===== src/rtl/pll_tune_pkg.sv =====
package pll_tune_pkg;

   localparam int REF_W = 7;

   typedef enum logic [2:0] {
      REF_25K   = 3'd0,
      REF_12K5  = 3'd1,
      REF_6K25  = 3'd2,
      REF_5K    = 3'd3,
      REF_3K125 = 3'd4,
      REF_3K    = 3'd5,
      REF_1K    = 3'd6,
      REF_1K_B  = 3'd7
   } ref_sel_e;

   // crystal events per reference period, for a 75 kHz crystal
   function automatic logic [REF_W-1:0] ref_ratio(input logic [2:0] sel);
      logic [REF_W-1:0] r;
      case (ref_sel_e'(sel))
         REF_25K:   r = REF_W'(3);
         REF_12K5:  r = REF_W'(6);
         REF_6K25:  r = REF_W'(12);
         REF_5K:    r = REF_W'(15);
         REF_3K125: r = REF_W'(24);
         REF_3K:    r = REF_W'(25);
         default:   r = REF_W'(75);
      endcase
      return r;
   endfunction

endpackage


===== src/rtl/pll_ref_div.sv =====
module pll_ref_div
   import pll_tune_pkg::*;
(
   input  logic       clk,
   input  logic       rst_n,
   input  logic       hold,
   input  logic       xtal_tick,
   input  logic [2:0] ref_sel,
   output logic       ref_tc
);
   logic [REF_W-1:0] cnt;
   logic [REF_W-1:0] ratio_act;

   assign ref_tc = !hold && xtal_tick && (cnt == ratio_act - REF_W'(1));

   always_ff @(posedge clk or negedge rst_n) begin
      if (!rst_n) begin
         cnt       <= '0;
         ratio_act <= ref_ratio(3'd0);
      end else if (hold || ref_tc) begin
         cnt       <= '0;
         ratio_act <= ref_ratio(ref_sel);
      end else if (xtal_tick) begin
         cnt <= cnt + REF_W'(1);
      end
   end
endmodule


===== src/rtl/pll_lo_div.sv =====
module pll_lo_div #(
   parameter int N_W           = 16,
   parameter bit HAS_PRESCALER = 1'b1,
   parameter int N_RST         = 16'd3
) (
   input  logic           clk,
   input  logic           rst_n,
   input  logic           hold,
   input  logic           lo_tick,
   input  logic           band_hi,
   input  logic [N_W-1:0] ratio_hold,
   output logic           lo_tc
);
   localparam int P_W = N_W - 4;

   logic [N_W-1:0] n_act;
   logic [N_W-1:0] cnt;
   logic           hi_act;
   logic           hi_tc;
   logic           direct_tc;
   logic           term;
   logic           load_now;

   assign direct_tc = (cnt == n_act - N_W'(1));
   assign term      = hi_act ? hi_tc : direct_tc;
   assign lo_tc     = !hold && lo_tick && term;
   assign load_now  = hold || lo_tc;

   always_ff @(posedge clk or negedge rst_n) begin
      if (!rst_n) begin
         n_act  <= N_W'(N_RST);
         hi_act <= 1'b0;
         cnt    <= '0;
      end else if (load_now) begin
         n_act  <= ratio_hold;
         hi_act <= band_hi && HAS_PRESCALER;
         cnt    <= '0;
      end else if (lo_tick && !hi_act) begin
         cnt <= cnt + N_W'(1);
      end
   end

   generate
      if (HAS_PRESCALER) begin : g_swallow
         logic [4:0]     pre;
         logic [3:0]     swl;
         logic [P_W-1:0] pcnt;
         logic           pre_wrap;

         // 17-event period while swallows remain, 16 afterwards
         assign pre_wrap = (pre == ((swl != 4'd0) ? 5'd16 : 5'd15));
         assign hi_tc    = pre_wrap && (pcnt == n_act[N_W-1:4] - P_W'(1));

         always_ff @(posedge clk or negedge rst_n) begin
            if (!rst_n) begin
               pre  <= '0;
               swl  <= '0;
               pcnt <= '0;
            end else if (load_now) begin
               pre  <= '0;
               swl  <= ratio_hold[3:0];
               pcnt <= '0;
            end else if (lo_tick && hi_act) begin
               if (pre_wrap) begin
                  pre  <= '0;
                  pcnt <= pcnt + P_W'(1);
                  if (swl != 4'd0) swl <= swl - 4'd1;
               end else begin
                  pre <= pre + 5'd1;
               end
            end
         end
      end else begin : g_direct
         assign hi_tc = 1'b0;
      end
   endgenerate
endmodule


===== src/rtl/pll_pfd.sv =====
module pll_pfd #(
   parameter int DZ_CYC = 4
) (
   input  logic clk,
   input  logic rst_n,
   input  logic hold,
   input  logic up_ev,
   input  logic dn_ev,
   input  logic unl_clr,
   output logic err_data,
   output logic err_oe,
   output logic unlock
);
   localparam int WC_W = $clog2(DZ_CYC + 1);

   logic            up_q, dn_q;
   logic            up_n, dn_n, both;
   logic            active, set_ev;
   logic [WC_W-1:0] wcnt;

   assign up_n   = up_q | up_ev;
   assign dn_n   = dn_q | dn_ev;
   assign both   = up_n & dn_n;
   assign active = up_q | dn_q;
   assign set_ev = active && !hold && (wcnt == WC_W'(DZ_CYC - 1));

   always_ff @(posedge clk or negedge rst_n) begin
      if (!rst_n) begin
         up_q <= 1'b0;
         dn_q <= 1'b0;
      end else if (hold) begin
         up_q <= 1'b0;
         dn_q <= 1'b0;
      end else begin
         up_q <= up_n & ~both;
         dn_q <= dn_n & ~both;
      end
   end

   always_ff @(posedge clk or negedge rst_n) begin
      if (!rst_n)                            wcnt <= '0;
      else if (hold || !active)              wcnt <= '0;
      else if (wcnt != WC_W'(DZ_CYC - 1))    wcnt <= wcnt + WC_W'(1);
   end

   always_ff @(posedge clk or negedge rst_n) begin
      if (!rst_n)       unlock <= 1'b0;
      else if (set_ev)  unlock <= 1'b1;
      else if (unl_clr) unlock <= 1'b0;
   end

   assign err_oe   = active & ~hold;
   assign err_data = up_q & ~hold;
endmodule


===== src/rtl/pll_tune_core.sv =====
module pll_tune_core #(
   parameter int N_W           = 16,
   parameter int DZ_CYC        = 4,
   parameter bit HAS_PRESCALER = 1'b1,
   parameter int N_RST         = 3
) (
   input  logic           clk,
   input  logic           rst_n,
   input  logic           xtal_tick,
   input  logic           lo_tick,
   input  logic [N_W-1:0] ratio_in,
   input  logic           ratio_wr,
   input  logic           band_hi,
   input  logic [2:0]     ref_sel,
   input  logic           pwr_hold,
   input  logic           unlock_clr,
   output logic           err_data,
   output logic           err_oe,
   output logic           unlock
);
   generate
      if (N_W < 8)    begin : g_bad_nw $error("N_W must be at least 8"); end
      if (DZ_CYC < 2) begin : g_bad_dz $error("DZ_CYC must be at least 2"); end
   endgenerate

   logic [N_W-1:0] ratio_q;
   logic           ref_tc, lo_tc;

   always_ff @(posedge clk or negedge rst_n) begin
      if (!rst_n)        ratio_q <= N_W'(N_RST);
      else if (ratio_wr) ratio_q <= ratio_in;
   end

   pll_ref_div u_ref (
      .clk(clk), .rst_n(rst_n), .hold(pwr_hold), .xtal_tick(xtal_tick),
      .ref_sel(ref_sel), .ref_tc(ref_tc)
   );

   pll_lo_div #(.N_W(N_W), .HAS_PRESCALER(HAS_PRESCALER), .N_RST(N_RST)) u_lo (
      .clk(clk), .rst_n(rst_n), .hold(pwr_hold), .lo_tick(lo_tick),
      .band_hi(band_hi), .ratio_hold(ratio_q), .lo_tc(lo_tc)
   );

   pll_pfd #(.DZ_CYC(DZ_CYC)) u_pfd (
      .clk(clk), .rst_n(rst_n), .hold(pwr_hold), .up_ev(lo_tc), .dn_ev(ref_tc),
      .unl_clr(unlock_clr), .err_data(err_data), .err_oe(err_oe), .unlock(unlock)
   );
endmodule


===== config.mk =====
export PLATFORM = sky130hd
export DESIGN_NAME = pll_tune_core
export DESIGN_NICKNAME = d
export VERILOG_FILES = /design/src/rtl/pll_tune_pkg.sv /design/src/rtl/pll_ref_div.sv /design/src/rtl/pll_lo_div.sv /design/src/rtl/pll_pfd.sv /design/src/rtl/pll_tune_core.sv
export SDC_FILE = /design/constraint.sdc
export NUM_CORES = 1
export LEC_CHECK = 0
export ABC_AREA = 1
export BUFFER_PORTS_ARGS = -buffer_cell sky130_fd_sc_hd__buf_2
export CORE_ASPECT_RATIO = 1.1
export CORE_MARGIN = 1.5
export CORE_UTILIZATION = 35
export CTS_BUF_LIST = sky130_fd_sc_hd__clkbuf_8 sky130_fd_sc_hd__clkbuf_16
export CTS_CLUSTER_SIZE = 10
export DETAILED_ROUTE_END_ITERATION = 8
export GPL_ROUTABILITY_DRIVEN = 0
export GPL_TIMING_DRIVEN = 0
export HOLD_SLACK_MARGIN = 0.08
export PLACE_DENSITY_LB_ADDON = 0.08
export RECOVER_POWER = 50
export SYNTH_ARGS = -nofsm -noshare
export SYNTH_HDL_FRONTEND = slang
export SYNTH_HIERARCHICAL = 1
export SYNTH_SLANG_ARGS = --single-unit

===== constraint.sdc =====
create_clock -name clk -period 2.7 [get_ports clk]
set_input_delay 0.27 -clock clk [delete_from_list [all_inputs] [get_ports clk]]
set_output_delay 0.27 -clock clk [all_outputs]
set_load 0.05 [all_outputs]

==> metrics.md <==
| Metric | Value |
|---|---|
| Startpoint types | flop |
| Synthesized Nets | 844 |
| Fmax | 0.399 GHz |
| Post-synth cell types | 42 |
| CP Data Arrival Time | 2730 ps |
| Setup-failing EPs final | 0 |
| CTS max path bufs | 2 |
| Top cells by count, synth | nand2_1 (298), nor2_1 (90), dfrtp_1 (83) |
| Clk_skew | 6.42 ps |
| CP max stage cell | dfstp_2 |
| # fillers | 1,693 |
| CP max stage delay | 540 ps |
| First-pass GRT wire length | 24,400 um |
| Vias in the first global route | 4,991 |
| Synth top area share | 0.364 |
| Sw Share | 0.316 |
| Die height | 137 um |
| Hold Crit Class | in2reg |
| Post-synth ARST share | 1.00 |
| PD cells | 544 mW/mm2 |
| Worst-margin pin slew | 1490 ps |
| Total power | 3.53 mW |
| WS Path Type | reg2reg |
| Synthesized flop and latch total | 89 |
| LEAKAGE | 3.25 nW |
| Post-Syn Area | 0.00570 mm2 |
| Top-count cell post-synth | nand2_1 |
| Syn avg cell area | 7.07 um2 |
| Clock power frac | 0.353 |
| IO Port Bufs | 27 |
| Die Area | 0.0171 mm2 |
| Status | completed |
| Vias | 5,040 |
| Cell taking the most area after synthesis | dfrtp_1 |
| Root Driver | clkbuf_16 |
| CTS tree | yes |
| Total CTS buffers | 9 |
| Core Box Area | 0.0158 mm2 |
| Synth warnings | 6 |
| DRT antenna net count | 0 |
| Post-DP HPWL | 11,100 um |
| Share of cells above drive strength 1 | 0.130 |
| Drt total wl | 14,400 um |
| Largest net degree at the start of global routing | 68 |
| Clock Latency Late Sink | 350 ps |
| H-tree depth | 3 |
| Tmin final | 2510 ps |
| Post-DR wirelength/cell | 13.6 um |
| Number of synthesized flops with an enable pin | 0 |
| Setup TNS | 0 ps |
| Max cap viols | 0 |
| Top FF cell, synth | dfrtp_1 |
| N_diodes | 0 |
| Initial antenna violation count | 0 |
| Placed cell area | 0.00612 mm2 |
| Slew HR | 0.00604 |
| Crit Path Max Fanout | 10 |
| IO Pins | 30 |
| Power share of the combinational group | 0.209 |
| GR Overflow Total | 0 |
| Final net count | 886 |
| Post-Syn Instances | 807 |
| Synth area leaders | dfrtp_1 (36%), nand2_1 (20%), nor2_1 (5.9%) |
| Worst vdd ir | 295 uV |
| Initial DRC Count | 212 |
| Switching power of the nets | 1.12 mW |
| Num rows | 48 |
| Final Hold Fails | 0 |
| Area grow syn2layout | 13.7% |
| Period utilisation layout | 0.928 |
| Starting Density | 0.361 |
| Internal | 2.41 mW |
| CP Capture Type | flop |
| Die X | 125 um |
| Num Clock Sinks | 89 |
| DR DRC count | 0 |
| Clk slew on worst S/H paths | 70 ps |
| Overall routing resource usage | 0.178 |
| Reg power frac | 0.438 |
| Crit path required time | 2930 ps |
| Crit path top cell by count | nand2_1 |
| Final instance area | 0.00649 mm2 |
| Pre-antenna DRT Iters | 5 |
| Register area share after synthesis | 0.392 |
| Crit-path cells | inv_1 > ha_2 > nand2_2 > inv_1 > nand2_1 > nand2_1 > nand2_1 > nand2_1 > nor2_2 > nand3_2 > nand2_2 > nand3_4 > nand2_8 > inv_4 > buf_2 > nand4_1 > nand2_1 |
| Vias per cell | 4.78 |
| Slew Limit Fails | 0 |
==> stage by stage <==
stage                util  std cells  setup WS [ps]  hold WS (ps)
floorplan               -        807            535         -25.6
finish              0.411       1054            193           117
detailed placement  0.387       1035           -116           210
global route        0.411       1054          -18.2           129
global placement    0.386       1034          -91.8           457
CTS                 0.407       1052           4.63          99.4
==> worst max-delay path, delay by kind of cell (launching register included) <==
family | cells | cell delay [ps]
fa+ha+maj | 1 | 230
buf+inv | 4 | 450
flops | 1 | 540
simple gates | 12 | 1150
==> sequential cells by signal, summed over array words and instances (netlist names), 3 cells and up <==
| name | cells |
|---|---|
| u_lo/g_swallow.swl | 4 |
| u_lo/cnt | 16 |
| u_lo/n_act | 16 |
| u_ref/cnt | 7 |
| u_ref/ratio_act | 6 |
| ratio_q | 16 |
| u_pfd/wcnt | 3 |
| u_lo/g_swallow.pcnt | 12 |
| u_lo/g_swallow.pre | 5 |
==> cells in the final DEF (no fill, tap or decap), types with 5 or more instances in the layout <==
| cell type | Yosys | routed |
|---|---|---|
| xnor2_1 | 24 | 24 |
| clkbuf_16 | 0 | 9 |
| o211ai_1 | 13 | 13 |
| dfrtp_1 | 83 | 82 |
| a21oi_1 | 5 | 5 |
| nand3_1 | 51 | 50 |
| buf_6 | 5 | 5 |
| o21ai_0 | 23 | 23 |
| nor3_1 | 15 | 14 |
| nand4_1 | 8 | 8 |
| nor2_2 | 10 | 10 |
| buf_2 | 7 | 32 |
| xor2_1 | 19 | 19 |
| inv_2 | 5 | 6 |
| nor2_1 | 90 | 89 |
| nor2_4 | 4 | 5 |
| nand3b_1 | 11 | 11 |
| nand2_1 | 298 | 296 |
| ha_1 | 10 | 8 |
| nand2_2 | 11 | 13 |
| inv_1 | 82 | 81 |
==> repair_timing <==
item,4_1_cts,5_1_grt
hold endpoints to repair,22,0
gates resized for setup,4,13
hold buffers,1,0
setup buffers,0,2
endpoints found under the setup margin,37,52
pin swaps,0,1
==> final timing paths <==
check	from	end	slack, ps	cells past startpoint
hold reg to reg	ratio_q[5]	ratio_q[5]	480	2
setup / recovery	u_lo/n_act[0]	u_lo/g_swallow.pcnt[5]	190	17
setup reg to reg	u_lo/n_act[0]	u_lo/g_swallow.pcnt[5]	190	17
hold / removal	ratio_in[0]	ratio_q[0]	120	3
max in group asynchronous	rst_n	u_lo/n_act[0]	850	3
min in group asynchronous	rst_n	u_lo/g_swallow.pcnt[7]	820	2
==> cells by family (layout without fill, tap and decap cells) <==
logic type      Yosys count  after routing  share of synthesized area
fa+ha+maj                10             10                     0.0219
xor+xnor                 43             43                     0.0660
simple gates            506            506                      0.380
flops                    89             89                      0.392
compound gates           50             50                     0.0548
mux                       1              1                    0.00175
buf+inv                 108            155                     0.0834
==> power by group through the flow <==
| stage | clock network [mW] | registers, mW | logic, mW |
|---|---|---|---|
| detailed placement | 0 | 1.57 | 0.719 |
| global route | 1.34 | 1.56 | 0.851 |
| CTS | 1.29 | 1.55 | 0.730 |
| global placement | 0 | 1.57 | 0.707 |
| finish | 1.24 | 1.55 | 0.739 |
| floorplan | 0 | 1.54 | 0.536 |
==> per-layer routing <==
layer  share of wire  GRT usage
met1            0.49      0.240
met2            0.47      0.294
met3           0.030     0.0293
met4          0.0093     0.0562
met5               0          0
==> final cells by class <==
type | instances | area (um2) | share of cell area
inverters | 92 | 355 | 0.0548
well taps | 200 | 250 | 0.0386
plain buffers | 16 | 125 | 0.0193
multi-input cells | 610 | 3040 | 0.469
repair buffers | 31 | 186 | 0.0287
flip-flops and latches | 89 | 2240 | 0.345
clock buffers | 12 | 267 | 0.0411
clock inverters | 4 | 26.3 | 0.00405
Note: power is estimated with default switching activity, not from simulation.
